<file path="config.mk">
export PLATFORM = sky130hd
export DESIGN_NAME = toe_reg_sequencer
export DESIGN_NICKNAME = d
export VERILOG_FILES = /design/src/rtl/toe_seq_pkg.sv /design/src/rtl/toe_seq_debounce.sv /design/src/rtl/toe_seq_param_rom.sv /design/src/rtl/toe_seq_bus_drive.sv /design/src/rtl/toe_reg_sequencer.sv
export SDC_FILE = /design/constraint.sdc
export NUM_CORES = 1
export LEC_CHECK = 0
export BUFFER_PORTS_ARGS = -buffer_cell sky130_fd_sc_hd__buf_2
export CAP_MARGIN = 25
export CORE_ASPECT_RATIO = 1.4
export CORE_MARGIN = 2
export CORE_UTILIZATION = 45
export DETAILED_ROUTE_END_ITERATION = 8
export HOLD_SLACK_MARGIN = 0.02
export PLACE_DENSITY_LB_ADDON = 0.3
export SYNTH_ARGS = -nofsm -noshare
export SYNTH_HDL_FRONTEND = slang
export SYNTH_SLANG_ARGS = --single-unit
</file>
<file path="constraint.sdc">
create_clock -name clk -period 5.2 [get_ports clk]
set_input_delay 1.56 -clock clk [delete_from_list [all_inputs] [get_ports clk]]
set_output_delay 1.56 -clock clk [all_outputs]
set_load 0.05 [all_outputs]
</file>
<file path="src/rtl/toe_seq_pkg.sv">
package toe_seq_pkg;

    localparam int ADDR_W     = 4;
    localparam int DATA_W     = 32;
    localparam int NUM_PARAMS = 8;
    localparam int IDX_W      = $clog2(NUM_PARAMS);

    // register map of the engine port
    localparam logic [ADDR_W-1:0] A_RST    = 4'd0;
    localparam logic [ADDR_W-1:0] A_CMD    = 4'd1;
    localparam logic [ADDR_W-1:0] A_TDL    = 4'd2;
    localparam logic [ADDR_W-1:0] A_PKL    = 4'd3;
    localparam logic [ADDR_W-1:0] A_MAC_LO = 4'd4;
    localparam logic [ADDR_W-1:0] A_MAC_HI = 4'd5;
    localparam logic [ADDR_W-1:0] A_LIP    = 4'd6;
    localparam logic [ADDR_W-1:0] A_RIP    = 4'd7;
    localparam logic [ADDR_W-1:0] A_LPORT  = 4'd8;
    localparam logic [ADDR_W-1:0] A_RPORT  = 4'd9;
    localparam logic [ADDR_W-1:0] A_OMODE  = 4'd10;

    localparam logic [DATA_W-1:0] CMD_SEND  = 32'd0;
    localparam logic [DATA_W-1:0] CMD_CLOSE = 32'd3;

    typedef enum logic [3:0] {
        ST_IDLE,
        ST_PARAM,
        ST_CLR_RST,
        ST_POLL_REQ,
        ST_POLL_CHK,
        ST_WT_OPEN,
        ST_TX_TDL,
        ST_TX_PKL,
        ST_TX_SEND,
        ST_TX_CLOSE,
        ST_WT_CLOSE
    } seq_st_e;

    typedef struct packed {
        logic              en;
        logic [ADDR_W-1:0] addr;
        logic [DATA_W-1:0] data;
    } reg_acc_t;

    function automatic reg_acc_t mk_acc(input logic en,
                                        input logic [ADDR_W-1:0] addr,
                                        input logic [DATA_W-1:0] data);
        reg_acc_t r;
        r.en   = en;
        r.addr = addr;
        r.data = data;
        return r;
    endfunction

endpackage

</file>
<file path="src/rtl/toe_seq_debounce.sv">
module toe_seq_debounce #(
    parameter int DEB_CYCLES = 16
) (
    input  logic clk,
    input  logic rst,
    input  logic btn_raw,
    output logic press_pulse
);
    localparam int CW = $clog2(DEB_CYCLES + 1);
    localparam logic [CW-1:0] LIM = CW'(DEB_CYCLES - 1);

    logic          s1, s2, stable, stable_q;
    logic [CW-1:0] cnt;

    always_ff @(posedge clk) begin
        if (rst) begin
            s1       <= 1'b0;
            s2       <= 1'b0;
            stable   <= 1'b0;
            stable_q <= 1'b0;
            cnt      <= '0;
        end else begin
            s1       <= btn_raw;
            s2       <= s1;
            stable_q <= stable;
            if (s2 == stable) begin
                cnt <= '0;
            end else if (cnt == LIM) begin
                stable <= s2;
                cnt    <= '0;
            end else begin
                cnt <= cnt + 1'b1;
            end
        end
    end

    assign press_pulse = stable & ~stable_q;

    AST_PULSE_SINGLE: assert property (@(posedge clk) disable iff (rst)
        press_pulse |=> !press_pulse);

endmodule

</file>
<file path="src/rtl/toe_seq_param_rom.sv">
module toe_seq_param_rom
    import toe_seq_pkg::*;
#(
    parameter logic [15:0] DST_PORT = 16'd4000
) (
    input  logic [IDX_W-1:0] idx,
    output reg_acc_t         acc
);
    always_comb begin
        unique case (idx)
            3'd0: acc = mk_acc(1'b1, A_RST,    32'd1);
            3'd1: acc = mk_acc(1'b1, A_MAC_LO, 32'h0203_0405);
            3'd2: acc = mk_acc(1'b1, A_MAC_HI, 32'h0000_0001);
            3'd3: acc = mk_acc(1'b1, A_LIP,    {8'd192, 8'd168, 8'd11, 8'd42});
            3'd4: acc = mk_acc(1'b1, A_RIP,    {8'd192, 8'd168, 8'd11, 8'd25});
            3'd5: acc = mk_acc(1'b1, A_LPORT,  32'd4000);
            3'd6: acc = mk_acc(1'b1, A_RPORT,  {16'd0, DST_PORT});
            default: acc = mk_acc(1'b1, A_OMODE, 32'd0);
        endcase
    end
endmodule

</file>
<file path="src/rtl/toe_seq_bus_drive.sv">
module toe_seq_bus_drive
    import toe_seq_pkg::*;
#(
    parameter logic [DATA_W-1:0] TOTAL_LEN = 32'd23360,
    parameter logic [DATA_W-1:0] PKT_LEN   = 32'd1460
) (
    input  seq_st_e  st,
    input  reg_acc_t rom_acc,
    output reg_acc_t bus
);
    always_comb begin
        unique case (st)
            ST_PARAM:    bus = rom_acc;
            ST_CLR_RST:  bus = mk_acc(1'b1, A_RST, 32'd0);
            ST_POLL_REQ,
            ST_POLL_CHK: bus = mk_acc(1'b0, A_CMD, 32'd0);
            ST_TX_TDL:   bus = mk_acc(1'b1, A_TDL, TOTAL_LEN);
            ST_TX_PKL:   bus = mk_acc(1'b1, A_PKL, PKT_LEN);
            ST_TX_SEND:  bus = mk_acc(1'b1, A_CMD, CMD_SEND);
            ST_TX_CLOSE: bus = mk_acc(1'b1, A_CMD, CMD_CLOSE);
            default:     bus = mk_acc(1'b0, A_RST, 32'd0);
        endcase
    end
endmodule

</file>
<file path="src/rtl/toe_reg_sequencer.sv">
module toe_reg_sequencer
    import toe_seq_pkg::*;
#(
    parameter int          DEB_CYCLES = 16,
    parameter logic [31:0] TOTAL_LEN  = 32'd23360,
    parameter logic [31:0] PKT_LEN    = 32'd1460,
    parameter logic [15:0] DST_PORT   = 16'd4000
) (
    input  logic        clk,
    input  logic        rst,
    input  logic        start_btn,
    input  logic        mode_sel,
    input  logic        conn_on,
    input  logic [31:0] reg_rd_data,
    output logic [3:0]  reg_addr,
    output logic        reg_wr_en,
    output logic [31:0] reg_wr_data
);
    localparam logic [IDX_W-1:0] LAST_IDX = IDX_W'(NUM_PARAMS - 1);

    seq_st_e          st, ret_st;
    logic [IDX_W-1:0] idx;
    logic             start_pulse;
    logic             busy;
    reg_acc_t         rom_acc, bus;

    assign busy = reg_rd_data[0];

    toe_seq_debounce #(.DEB_CYCLES(DEB_CYCLES)) u_deb (
        .clk(clk), .rst(rst), .btn_raw(start_btn), .press_pulse(start_pulse)
    );

    toe_seq_param_rom #(.DST_PORT(DST_PORT)) u_rom (
        .idx(idx), .acc(rom_acc)
    );

    toe_seq_bus_drive #(.TOTAL_LEN(TOTAL_LEN), .PKT_LEN(PKT_LEN)) u_bus (
        .st(st), .rom_acc(rom_acc), .bus(bus)
    );

    always_ff @(posedge clk) begin
        if (rst) begin
            st     <= ST_IDLE;
            ret_st <= ST_WT_OPEN;
            idx    <= '0;
        end else begin
            unique case (st)
                ST_IDLE: if (start_pulse) begin
                    st  <= ST_PARAM;
                    idx <= '0;
                end
                ST_PARAM: begin
                    idx <= idx + 1'b1;
                    if (idx == LAST_IDX) st <= ST_CLR_RST;
                end
                ST_CLR_RST: begin
                    st     <= ST_POLL_REQ;
                    ret_st <= ST_WT_OPEN;
                end
                ST_POLL_REQ: st <= ST_POLL_CHK;
                ST_POLL_CHK: st <= busy ? ST_POLL_REQ : ret_st;
                ST_WT_OPEN: if (conn_on) st <= mode_sel ? ST_WT_CLOSE : ST_TX_TDL;
                ST_TX_TDL:  st <= ST_TX_PKL;
                ST_TX_PKL:  st <= ST_TX_SEND;
                ST_TX_SEND: begin
                    st     <= ST_POLL_REQ;
                    ret_st <= ST_TX_CLOSE;
                end
                ST_TX_CLOSE: begin
                    st     <= ST_POLL_REQ;
                    ret_st <= ST_WT_OPEN;
                end
                ST_WT_CLOSE: if (!conn_on) begin
                    st     <= ST_POLL_REQ;
                    ret_st <= ST_WT_OPEN;
                end
                default: st <= ST_IDLE;
            endcase
        end
    end

    assign reg_addr    = bus.addr;
    assign reg_wr_en   = bus.en;
    assign reg_wr_data = bus.data;

    AST_START_LEAVES_IDLE: assert property (@(posedge clk) disable iff (rst)
        (st == ST_IDLE && start_pulse) |=> (st == ST_PARAM && reg_wr_en));

    AST_RESET_RELEASE: assert property (@(posedge clk) disable iff (rst)
        (st == ST_PARAM && idx == LAST_IDX) |=>
            (reg_wr_en && reg_addr == A_RST && reg_wr_data == 32'd0));

    AST_POLL_REPEATS: assert property (@(posedge clk) disable iff (rst)
        (st == ST_POLL_CHK && busy) |=> (st == ST_POLL_REQ && !reg_wr_en));

    AST_RD_UPPER_ZERO: assert property (@(posedge clk) disable iff (rst)
        (st == ST_POLL_CHK) |-> (reg_rd_data[31:1] == 31'd0));

    AST_OPEN_HOLDS: assert property (@(posedge clk) disable iff (rst)
        (st == ST_WT_OPEN && !conn_on) |=> (st == ST_WT_OPEN && !reg_wr_en));

    AST_RX_SILENT: assert property (@(posedge clk) disable iff (rst)
        (st == ST_WT_CLOSE && conn_on) |=> !reg_wr_en);

    AST_CLOSE_AFTER_SEND: assert property (@(posedge clk) disable iff (rst)
        (st == ST_POLL_CHK && !busy && ret_st == ST_TX_CLOSE) |=>
            (reg_wr_en && reg_addr == A_CMD && reg_wr_data == CMD_CLOSE));

endmodule

</file>
Yosys cells after proc, flatten, opt, wreduce, memory -nomap -nowiden
Cells that the tools add are included.
{"block": "totals", "regBits": 20, "input_bits": 37}
{"block": "classes", "add_sub_neg": 2, "n_eq_ne": 23, "mux": 13, "n_bitwise": 3, "reduce_logical": 12}
{"operator": "$pmux 37 s7", "count": 1}
{"operator": "$pmux 36 s7", "count": 1}
{"operator": "$pmux 4 s9", "count": 1}
{"operator": "$mux 4", "count": 7}
{"operator": "$eq 4x3->1 const B", "count": 4}
{"operator": "$eq 3x3->1 const B", "count": 4}
{"operator": "$eq 4x4->1 const B", "count": 3}
{"operator": "$pmux 4 s3", "count": 1}
{"operator": "$eq 4x2->1 const B", "count": 2}
{"operator": "$ne 2x2->1 const B", "count": 4}
{"operator": "$eq 3x2->1 const B", "count": 2}
{"operator": "$pmux 3 s2", "count": 1}
{"operator": "$reduce_and 2->1", "count": 3}
{"operator": "$reduce_or 3->1", "count": 2}
{"operator": "$add 5x1->5 const B", "count": 1}
{"operator": "$eq 5x4->1 const B", "count": 1}
{"operator": "$eq 4x1->1 const B", "count": 1}
{"operator": "$logic_not 4->1", "count": 1}
{"operator": "$reduce_and 4->1", "count": 1}
{"operator": "$reduce_or 2->1", "count": 2}
{"operator": "$add 3x1->3 const B", "count": 1}
{"operator": "$eq 3x1->1 const B", "count": 1}
{"operator": "$logic_not 3->1", "count": 1}
{"operator": "$mux 3", "count": 1}
{"operator": "5 further kinds", "count": 6}

Logic depth before layout (Yosys ltp)
Gate-level depths: netlist of the first run.
{"block": "depth", "ltp_word": 4, "mapped_depth": 6}

Modules after synthesis
From an unflattened synthesis of the first run, not the netlist that was laid out.
{"block": "hier_totals", "hier_cells": 212, "hier_area_um2": 1597.8}
{"mod": "toe_reg_sequencer", "n_inst": 1, "cells_per_inst": 64, "area_per_inst_um2": 525.5}
{"mod": "toe_seq_bus_drive", "n_inst": 1, "cells_per_inst": 66, "area_per_inst_um2": 400.4}
{"mod": "toe_seq_param_rom", "n_inst": 1, "cells_per_inst": 52, "area_per_inst_um2": 352.8}
{"mod": "toe_seq_debounce", "n_inst": 1, "cells_per_inst": 30, "area_per_inst_um2": 319.1}

Least setup slack after synthesis of the first run
No wires, ideal clock.
{"block": "synth_path", "path_type": "register to output", "from": "reg st[2]", "to": "out reg_wr_data[19]", "t_arrival_ns": 2.335, "required_time_ns": 3.640, "path_slack_ns": 1.305, "stages_incl_launch_ff": 6, "path_buffers": 3, "path_cell_list": "dfxtp_1 -> buf_6 -> or4b_4 -> buf_6 -> a21oi_1 -> buf_4"}
{"block": "synth_between", "elab_chain_cells": 3, "elab_cells_between_ends": 10}
{"element": "start, declared", "line": "toe_reg_sequencer.sv:21", "text": "seq_st_e st, ret_st;"}
{"element": "start signal, assigned", "line": "toe_reg_sequencer.sv:61", "text": "ST_POLL_CHK: st <= busy ? ST_POLL_REQ : ret_st;"}
{"element": "start signal, assigned", "line": "toe_reg_sequencer.sv:62", "text": "ST_WT_OPEN: if (conn_on) st <= mode_sel ? ST_WT_CLOSE : ST_TX_TDL;"}
{"element": "$eq 4x2->1 / $eq 4x3->1 (equally long branches)", "line": "toe_seq_bus_drive.sv:12", "text": "unique case (st)"}
{"element": "$reduce_or 2->1", "line": "toe_seq_bus_drive.sv:12"}
{"element": "$pmux 37 s7 *", "line": "toe_seq_bus_drive.sv:12"}
{"element": "end, declared", "line": "toe_reg_sequencer.sv:17", "text": "output logic [31:0] reg_wr_data"}
Every way passes the cells marked *; elsewhere a longest branch is shown, timed or not.

Final worst setup path of the first run
{"block": "layout_path", "from": "reg st[3]", "to": "out reg_wr_data[30]"}
Same word-level chain as after synthesis.

==> impl_metrics.prom, run 1 <==
# TYPE chip_impl_metric gauge
chip_impl_info{name="status",value="finished, final reports clean"} 1
chip_impl_metric{name="layout.cell_area.non_filler",unit="sq um"} 1430
chip_impl_metric{name="cts_inserted_buffers",unit=""} 3
chip_impl_metric{name="seq_area_frac_synth",unit="%"} 26.6
chip_impl_metric{name="post_cts.repair.setup_buffers",unit=""} 0
chip_impl_metric{name="gpl.final_weighted_congestion",unit=""} 0.829
chip_impl_metric{name="placement.io_buffers",unit=""} 32
chip_impl_info{name="regToRegStartpoint",value="st[3]$_SDFFE_PP0P_"} 1
chip_impl_metric{name="yosysWarningCount",unit=""} 0
chip_impl_metric{name="peakVddDrop",unit="mV"} 0.204
chip_impl_metric{name="required_time_worst_endpoint",unit="ns"} 3.64
chip_impl_metric{name="num_antenna_cells",unit=""} 0
chip_impl_info{name="cpMaxStageDelayCell",value="sky130_fd_sc_hd__or4b_4"} 1
chip_impl_metric{name="final_max_tran_viols",unit=""} 0
chip_impl_metric{name="h-tree-depth",unit=""} 1
chip_impl_metric{name="clock_insertion_delay_at_the_later_pin_of_the_skew_report",unit="ns"} 0.24
chip_impl_metric{name="data_arrival_at_the_endpoint_of_the_critical_path",unit="ns"} 2.13
chip_impl_metric{name="post_dp_cell_area",unit="sq um"} 1390
chip_impl_metric{name="fillerInstances",unit=""} 299
chip_impl_metric{name="ys_seq_elements",unit=""} 18
chip_impl_metric{name="setup.reg_to_reg.worst_slack",unit="ns"} 3.40
chip_impl_info{name="category_of_the_most_critical_setup_path",value="reg2out"} 1
chip_impl_metric{name="min_period",unit="ns"} 3.69
chip_impl_metric{name="clock-sinks",unit=""} 18
chip_impl_metric{name="grt_use_total",unit="%"} 16.1
chip_impl_metric{name="ant_nets_after_route",unit=""} 0
chip_impl_metric{name="antenna_found_initial",unit=""} 0
chip_impl_metric{name="remaining_drc_errors",unit=""} 0
chip_impl_info{name="cp_cell_sequence",value="or4b_4 -> a21oi_1 -> buf_2"} 1
chip_impl_metric{name="design.portCount",unit=""} 74
chip_impl_metric{name="viasPerCell",unit=""} 5.25
chip_impl_metric{name="skew",unit="ns"} 0.00515
chip_impl_metric{name="fraction_of_final_layout_cells_with_drive_strength_greater_than_1",unit="%"} 21.7
chip_impl_metric{name="post-route-util",unit="%"} 49.7
chip_impl_metric{name="wire_length_of_the_first_global_routing_pass",unit="mm"} 4.35
chip_impl_metric{name="timing.reg2reg.worst_path_depth",unit=""} 4
chip_impl_metric{name="hold_viol",unit=""} 0
chip_impl_metric{name="tightestPinTransition",unit="ns"} 0.714
chip_impl_metric{name="avgRoutedWirePerCell",unit="um"} 11.8
chip_impl_metric{name="yosysUniqueCellTypes",unit=""} 43
chip_impl_metric{name="fin_tns_setup",unit="ns"} 0
chip_impl_info{name="worst_setup_path_endpoint",value="reg_wr_data[30]"} 1
chip_impl_metric{name="synthesis.area_per_instance",unit="sq um"} 7.74
chip_impl_metric{name="syn_area",unit="sq um"} 1360
chip_impl_metric{name="postCtsHoldBufs",unit=""} 0
chip_impl_metric{name="synthCells",unit=""} 175
chip_impl_metric{name="synth_edf_count",unit=""} 0
chip_impl_info{name="worstSetupStartpointType",value="flip-flop"} 1
chip_impl_metric{name="area_growth_synth_to_finish",unit="%"} 5.45
chip_impl_metric{name="pre_cts_ws",unit="ns"} 1.78
chip_impl_metric{name="period_share",unit="%"} 70.9
chip_impl_metric{name="largest_net_degree_at_the_start_of_global_routing",unit=""} 25
chip_impl_metric{name="synth_async_sr_flop_share",unit="%"} 0
chip_impl_metric{name="die_h",unit="um"} 68.9
chip_impl_metric{name="power.static_leakage",unit="nW"} 0.649
chip_impl_metric{name="postCtsResizedCells",unit=""} 0
chip_impl_metric{name="worstSetupPathDepth",unit=""} 3
chip_impl_info{name="layout_commonest_cell",value="sky130_fd_sc_hd__buf_2"} 1
chip_impl_info{name="critical_path_startpoint",value="st[3]$_SDFFE_PP0P_"} 1
chip_impl_info{name="unrepaired_setup_endpoints_after_global_routing",value="no"} 1
chip_impl_info{name="tritoncts_clock_tree",value="built"} 1
chip_impl_info{name="hold_path.class",value="reg2reg"} 1
chip_impl_metric{name="maxCapViolCount",unit=""} 0
chip_impl_metric{name="power.total",unit="W"} 0.000252
chip_impl_metric{name="initial_core_util",unit="%"} 47.1
chip_impl_info{name="end_kind",value="primary output"} 1
chip_impl_metric{name="grt_pass1_vias",unit=""} 1072
chip_impl_info{name="clock_tree_root_buffer_cell",value="sky130_fd_sc_hd__clkbuf_8"} 1
chip_impl_metric{name="route.vias.total",unit=""} 1186
chip_impl_metric{name="worstPathBufferInverterCount",unit=""} 1
chip_impl_metric{name="cp_max_fo",unit=""} 24
chip_impl_metric{name="cts_buffer_depth",unit=""} 2
chip_impl_metric{name="least_setup_slack_across_all_paths_after_layout",unit="ns"} 1.51
chip_impl_metric{name="die_area",unit="sq um"} 3470
chip_impl_metric{name="critical_path.max_stage_delay",unit="ns"} 0.71
chip_impl_metric{name="worst_setup_hold_path_clk_slew",unit="ns"} 0.06
chip_impl_metric{name="num_rows",unit=""} 23
chip_impl_metric{name="grt_overflow_total",unit=""} 0
chip_impl_metric{name="power-per-cell-area",unit="nW/um^2"} 177
chip_impl_metric{name="core",unit="sq um"} 2880
chip_impl_metric{name="num-nets-final",unit=""} 236
chip_impl_metric{name="drt_pre_antenna_iters",unit=""} 4
chip_impl_metric{name="relSlewSlack",unit="%"} 52.4
chip_impl_metric{name="fmax",unit="MHz"} 271
chip_impl_metric{name="drt-total-wl",unit="mm"} 2.66
chip_impl_metric{name="detailedRoute.firstIterationViolations",unit=""} 31
chip_impl_metric{name="dp_hpwl",unit="mm"} 2.02
chip_impl_info{name="r2r_end",value="st[3]$_SDFFE_PP0P_"} 1
chip_impl_metric{name="setup_violations",unit=""} 0
chip_impl_info{name="layout_common_cells",value="32 x sky130_fd_sc_hd__buf_2, 23 x sky130_fd_sc_hd__nor2_1, 18 x sky130_fd_sc_hd__dfxtp_1, 10 x sky130_fd_sc_hd__o21ai_0, 10 x sky130_fd_sc_hd__conb_1"} 1
chip_impl_info{name="synthFlopType",value="sky130_fd_sc_hd__dfxtp_1"} 1
chip_impl_info{name="critical-path-top-delay-family",value="simple AND/OR/NAND/NOR gates"} 1
chip_impl_metric{name="die_x",unit="um"} 50.4
==> per-stage QoR <==
| step | hold slack (ns) | cells |
|---|---|---|
| 5_1_grt | 0.469 | 226 |
| 4_1_cts | 0.453 | 226 |
| 3_5_place_dp | 0.439 | 223 |
| 2_1_floorplan | 0.414 | 184 |
| 3_3_place_gp | 0.421 | 223 |
| 6_report | 0.444 | 226 |
==> metal layers <==
metal	global-route usage (%)	share of wire [%]
met1	16.0	42
met2	32.2	52
met3	2.37	4.5
met4	7.77	1.4
met5	0	0
==> cells in the mapped netlist, types with 2 or more instances <==
cell / count / area share, %
sky130_fd_sc_hd__mux2i_1: 2 / 1.5
sky130_fd_sc_hd__a21o_1: 2 / 1.1
sky130_fd_sc_hd__nor2b_1: 7 / 3.2
sky130_fd_sc_hd__buf_6: 2 / 1.7
sky130_fd_sc_hd__buf_2: 4 / 1.5
sky130_fd_sc_hd__and3_1: 2 / 0.92
sky130_fd_sc_hd__or3_1: 2 / 0.92
sky130_fd_sc_hd__nand3_1: 6 / 2.2
sky130_fd_sc_hd__clkbuf_1: 3 / 0.83
sky130_fd_sc_hd__buf_4: 20 / 11
sky130_fd_sc_hd__inv_1: 6 / 1.7
sky130_fd_sc_hd__o2bb2ai_1: 2 / 1.3
sky130_fd_sc_hd__a22o_1: 2 / 1.3
sky130_fd_sc_hd__nand2b_1: 6 / 2.8
sky130_fd_sc_hd__or2_2: 2 / 0.92
sky130_fd_sc_hd__nor3_1: 6 / 2.2
sky130_fd_sc_hd__o21ai_0: 10 / 3.7
sky130_fd_sc_hd__o31a_1: 2 / 1.3
sky130_fd_sc_hd__a211oi_1: 2 / 1.1
sky130_fd_sc_hd__xnor2_1: 2 / 1.3
sky130_fd_sc_hd__a21oi_1: 9 / 3.3
sky130_fd_sc_hd__ha_1: 8 / 7.4
sky130_fd_sc_hd__nand2_1: 9 / 2.5
sky130_fd_sc_hd__nor2_1: 23 / 6.4
sky130_fd_sc_hd__dfxtp_1: 18 / 27
==> logic make-up after synthesis <==
| family | Yosys count | share of synthesized area (%) |
|---|---|---|
| DFF | 18 | 26.6 |
| adders and majority gates | 8 | 7.39 |
| muxes | 3 | 2.31 |
| buffers and inverters | 36 | 17.0 |
| other | 1 | 0.277 |
| and+or+nand+nor | 66 | 24.4 |
| xor gates and xnor gates | 3 | 1.94 |
| AOI/OAI and AO/OA | 40 | 20.1 |
==> flip-flops by register name (all words and copies together), names as in the netlist <==
signal          flops
u_deb.s2            1
idx                 3
u_deb.stable        1
u_deb.s1            1
st                  4
ret_st              2
u_deb.stable_q      1
u_deb.cnt           5
==> report_power, final <==
part | internal [W] | switching [W] | total [W]
Combinational | 0.00000255 | 0.0000193 | 0.0000219
Clock | 0.0000512 | 0.0000401 | 0.0000913
Sequential | 0.000139 | 0.000000446 | 0.000139
==> worst min path at each step <==
stage | start | end | slack, ns | cells after the start
floorplan | u_deb.s1$_SDFF_PP0_ | u_deb.s2$_SDFF_PP0_ | 0.41 | 1
global placement | u_deb.s1$_SDFF_PP0_ | u_deb.s2$_SDFF_PP0_ | 0.42 | 1
detailed placement | u_deb.cnt[0]$_SDFF_PP0_ | u_deb.cnt[0]$_SDFF_PP0_ | 0.44 | 1
CTS | u_deb.s1$_SDFF_PP0_ | u_deb.s2$_SDFF_PP0_ | 0.45 | 1
global route | u_deb.cnt[0]$_SDFF_PP0_ | u_deb.cnt[0]$_SDFF_PP0_ | 0.47 | 1
finish | u_deb.s1$_SDFF_PP0_ | u_deb.s2$_SDFF_PP0_ | 0.44 | 1
==> area by class of cell <==
type / count / area [sq um] / share of cell area [%]
clock buffer: 3 / 41.3 / 2.89
inverter: 6 / 22.5 / 1.58
multi-input combinational: 130 / 798 / 55.9
sequential: 18 / 360 / 25.2
tap: 37 / 46.3 / 3.24
timing repair buffer: 32 / 160 / 11.2
No activity file was read; power rests on OpenSTA's default activity.
==> run 2, diff against run 1 <==
- CORE_UTILIZATION: 45 -> 44
- clock period: 5.2 -> 3.4 ns (I/O delays scaled with it)
==> impl_metrics.prom, run 2 (same netlist as run 1, synthesis figures left out) <==
# TYPE chip_impl_metric gauge
chip_impl_metric{name="dp_hpwl",unit="mm"} 2.08
chip_impl_info{name="hold_path.class",value="reg2reg"} 1
chip_impl_metric{name="antenna_found_initial",unit=""} 0
chip_impl_metric{name="route.vias.total",unit=""} 1212
chip_impl_metric{name="drt-total-wl",unit="mm"} 2.78
chip_impl_metric{name="avgRoutedWirePerCell",unit="um"} 12.1
chip_impl_info{name="end_kind",value="primary output"} 1
chip_impl_metric{name="power-per-cell-area",unit="nW/um^2"} 289
chip_impl_metric{name="largest_register_ff_count",unit=""} 5
chip_impl_metric{name="h-tree-depth",unit=""} 1
chip_impl_metric{name="maxCapViolCount",unit=""} 0
chip_impl_metric{name="postCtsHoldBufs",unit=""} 0
chip_impl_metric{name="ant_nets_after_route",unit=""} 0
chip_impl_metric{name="gpl.final_weighted_congestion",unit=""} 0.792
chip_impl_metric{name="remaining_drc_errors",unit=""} 0
chip_impl_info{name="largest-register",value="u_deb.cnt"} 1
chip_impl_metric{name="min_period",unit="ns"} 3.15
chip_impl_metric{name="dp_cells",unit=""} 226
chip_impl_metric{name="post_dp_cell_area",unit="sq um"} 1410
chip_impl_metric{name="cts_buffer_depth",unit=""} 2
chip_impl_metric{name="wire_length_of_the_first_global_routing_pass",unit="mm"} 4.81
chip_impl_metric{name="grt_pass1_vias",unit=""} 1113
chip_impl_metric{name="drt_pre_antenna_iters",unit=""} 4
chip_impl_metric{name="peakVddDrop",unit="mV"} 0.226
chip_impl_metric{name="grt_use_total",unit="%"} 16.9
chip_impl_info{name="category_of_the_most_critical_setup_path",value="reg2out"} 1
chip_impl_metric{name="final_max_tran_viols",unit=""} 0
chip_impl_metric{name="layout.cell_area.non_filler",unit="sq um"} 1470
chip_impl_metric{name="period_share",unit="%"} 92.5
chip_impl_metric{name="skew",unit="ns"} 0.00622
chip_impl_metric{name="viasPerCell",unit=""} 5.27
chip_impl_metric{name="cts_inserted_buffers",unit=""} 3
chip_impl_metric{name="cp_max_fo",unit=""} 15
chip_impl_metric{name="clock-sinks",unit=""} 18
chip_impl_metric{name="internal-power",unit="W"} 0.000319
chip_impl_metric{name="setup.reg_to_reg.worst_slack",unit="ns"} 1.84
chip_impl_metric{name="grt_overflow_total",unit=""} 0
chip_impl_metric{name="placement.io_buffers",unit=""} 32
chip_impl_metric{name="initial_core_util",unit="%"} 46.6
chip_impl_metric{name="num_antenna_cells",unit=""} 0
chip_impl_metric{name="post_layout_nonfiller_instances",unit=""} 230
chip_impl_metric{name="worst_setup_hold_path_clk_slew",unit="ns"} 0.07
chip_impl_metric{name="detailedRoute.firstIterationViolations",unit=""} 51
chip_impl_metric{name="die_area",unit="sq um"} 3550
chip_impl_info{name="tritoncts_clock_tree",value="built"} 1
chip_impl_metric{name="area_growth_synth_to_finish",unit="%"} 8.13
chip_impl_metric{name="required_time_worst_endpoint",unit="ns"} 2.38
chip_impl_metric{name="die_h",unit="um"} 69.7
chip_impl_metric{name="setup_violations",unit=""} 0
chip_impl_metric{name="num_rows",unit=""} 23
chip_impl_info{name="status",value="finished, final reports clean"} 1
chip_impl_metric{name="sw_frac_of_total",unit="%"} 24.5
chip_impl_metric{name="fillerInstances",unit=""} 304
chip_impl_info{name="registers_with_the_highest_flip_flop_counts",value="u_deb.cnt (5), st (4), idx (3)"} 1
chip_impl_metric{name="power_switching",unit="W"} 0.000104
chip_impl_metric{name="power.static_leakage",unit="nW"} 0.672
chip_impl_info{name="clock_tree_root_buffer_cell",value="sky130_fd_sc_hd__clkbuf_8"} 1
chip_impl_metric{name="postCtsResizedCells",unit=""} 0
chip_impl_info{name="layout_common_cells",value="32 x sky130_fd_sc_hd__buf_2, 23 x sky130_fd_sc_hd__nor2_1, 18 x sky130_fd_sc_hd__dfxtp_1, 10 x sky130_fd_sc_hd__o21ai_0, 10 x sky130_fd_sc_hd__conb_1"} 1
chip_impl_metric{name="num-nets-final",unit=""} 239
chip_impl_info{name="layout_commonest_cell",value="sky130_fd_sc_hd__buf_2"} 1
chip_impl_info{name="unrepaired_setup_endpoints_after_global_routing",value="no"} 1
chip_impl_metric{name="comb_power_share",unit="%"} 7.8
chip_impl_metric{name="share_seq_of_total_power",unit="%"} 50.4
chip_impl_metric{name="fmax",unit="MHz"} 318
chip_impl_metric{name="largest_net_degree_at_the_start_of_global_routing",unit=""} 24
chip_impl_metric{name="post-route-util",unit="%"} 50.4
chip_impl_metric{name="design.portCount",unit=""} 74
chip_impl_metric{name="die_x",unit="um"} 50.9
chip_impl_info{name="worstSetupStartpointType",value="flip-flop"} 1
chip_impl_metric{name="core",unit="sq um"} 2910
chip_impl_metric{name="fin_tns_setup",unit="ns"} 0
chip_impl_metric{name="post_cts.repair.setup_buffers",unit=""} 0
chip_impl_metric{name="pwr-share-clk",unit="%"} 41.8
chip_impl_metric{name="hold_viol",unit=""} 0
chip_impl_metric{name="clock_insertion_delay_at_the_later_pin_of_the_skew_report",unit="ns"} 0.26
chip_impl_metric{name="data_arrival_at_the_endpoint_of_the_critical_path",unit="ns"} 2.13
chip_impl_metric{name="fraction_of_final_layout_cells_with_drive_strength_greater_than_1",unit="%"} 23.3
run 2: changes by cell type in the layout (fill, tap and decap cells not counted), sizes merged:
| cell | before | now |
|---|---|---|
| buf | 32 | 35 |
| clkbuf | 3 | 4 |
run 2: critical path, stage by stage, from the launching register on:
cell	delay, ns
sky130_fd_sc_hd__dfxtp_1	0.62
sky130_fd_sc_hd__or4b_4	0.61
sky130_fd_sc_hd__a21oi_1	0.30
sky130_fd_sc_hd__buf_2	0.33
run 2: final cells by class:
class	instances	area, sq um	share of cell area (%)
flip-flops and latches	18	360	24.6
repair buffers	35	183	12.5
inverters	6	22.5	1.54
multi-input cells	130	798	54.5
well taps	37	46.3	3.16
clock buffers	4	55.1	3.76
run 2: power by group through the flow:
stage	Clock [W]	Combinational, W	Sequential, W
2_1_floorplan	0	0.0000374	0.000218
3_3_place_gp	0	0.0000329	0.000218
3_5_place_dp	0	0.0000329	0.000218
4_1_cts	0.000182	0.0000330	0.000213
5_1_grt	0.000189	0.0000353	0.000213
6_report	0.000177	0.0000332	0.000213
run 2: path summary, 6_finish.rpt:
check                          start                      end  cells after the start
min          u_deb.cnt[0]$_SDFF_PP0_  u_deb.cnt[0]$_SDFF_PP0_                      1
min reg2reg  u_deb.cnt[0]$_SDFF_PP0_  u_deb.cnt[0]$_SDFF_PP0_                      1
max               st[0]$_SDFFE_PP0P_          reg_wr_data[19]                      3
max reg2reg  u_deb.cnt[0]$_SDFF_PP0_  u_deb.cnt[4]$_SDFF_PP0_                      5
run 2: metal layers:
layer | vias up | global-route usage, % | share of wire [%]
met4 | 0 | 6.61 | 1.7
met1 | 562 | 18.8 | 41
li1 | 611 | - | -
met3 | 5 | 1.94 | 3.9
met2 | 34 | 31.2 | 53
met5 | - | 0 | 0
run 2: through the flow:
stage / total power [W] / hold slack (ns) / setup slack [ns]
3_5_place_dp: 0.000251 / 0.433 / 0.556
3_3_place_gp: 0.000251 / 0.423 / 0.587
6_report: 0.000423 / 0.441 / 0.255
4_1_cts: 0.000428 / 0.448 / 0.268
5_1_grt: 0.000437 / 0.471 / 0.125
2_1_floorplan: 0.000255 / 0.414 / 0.0449
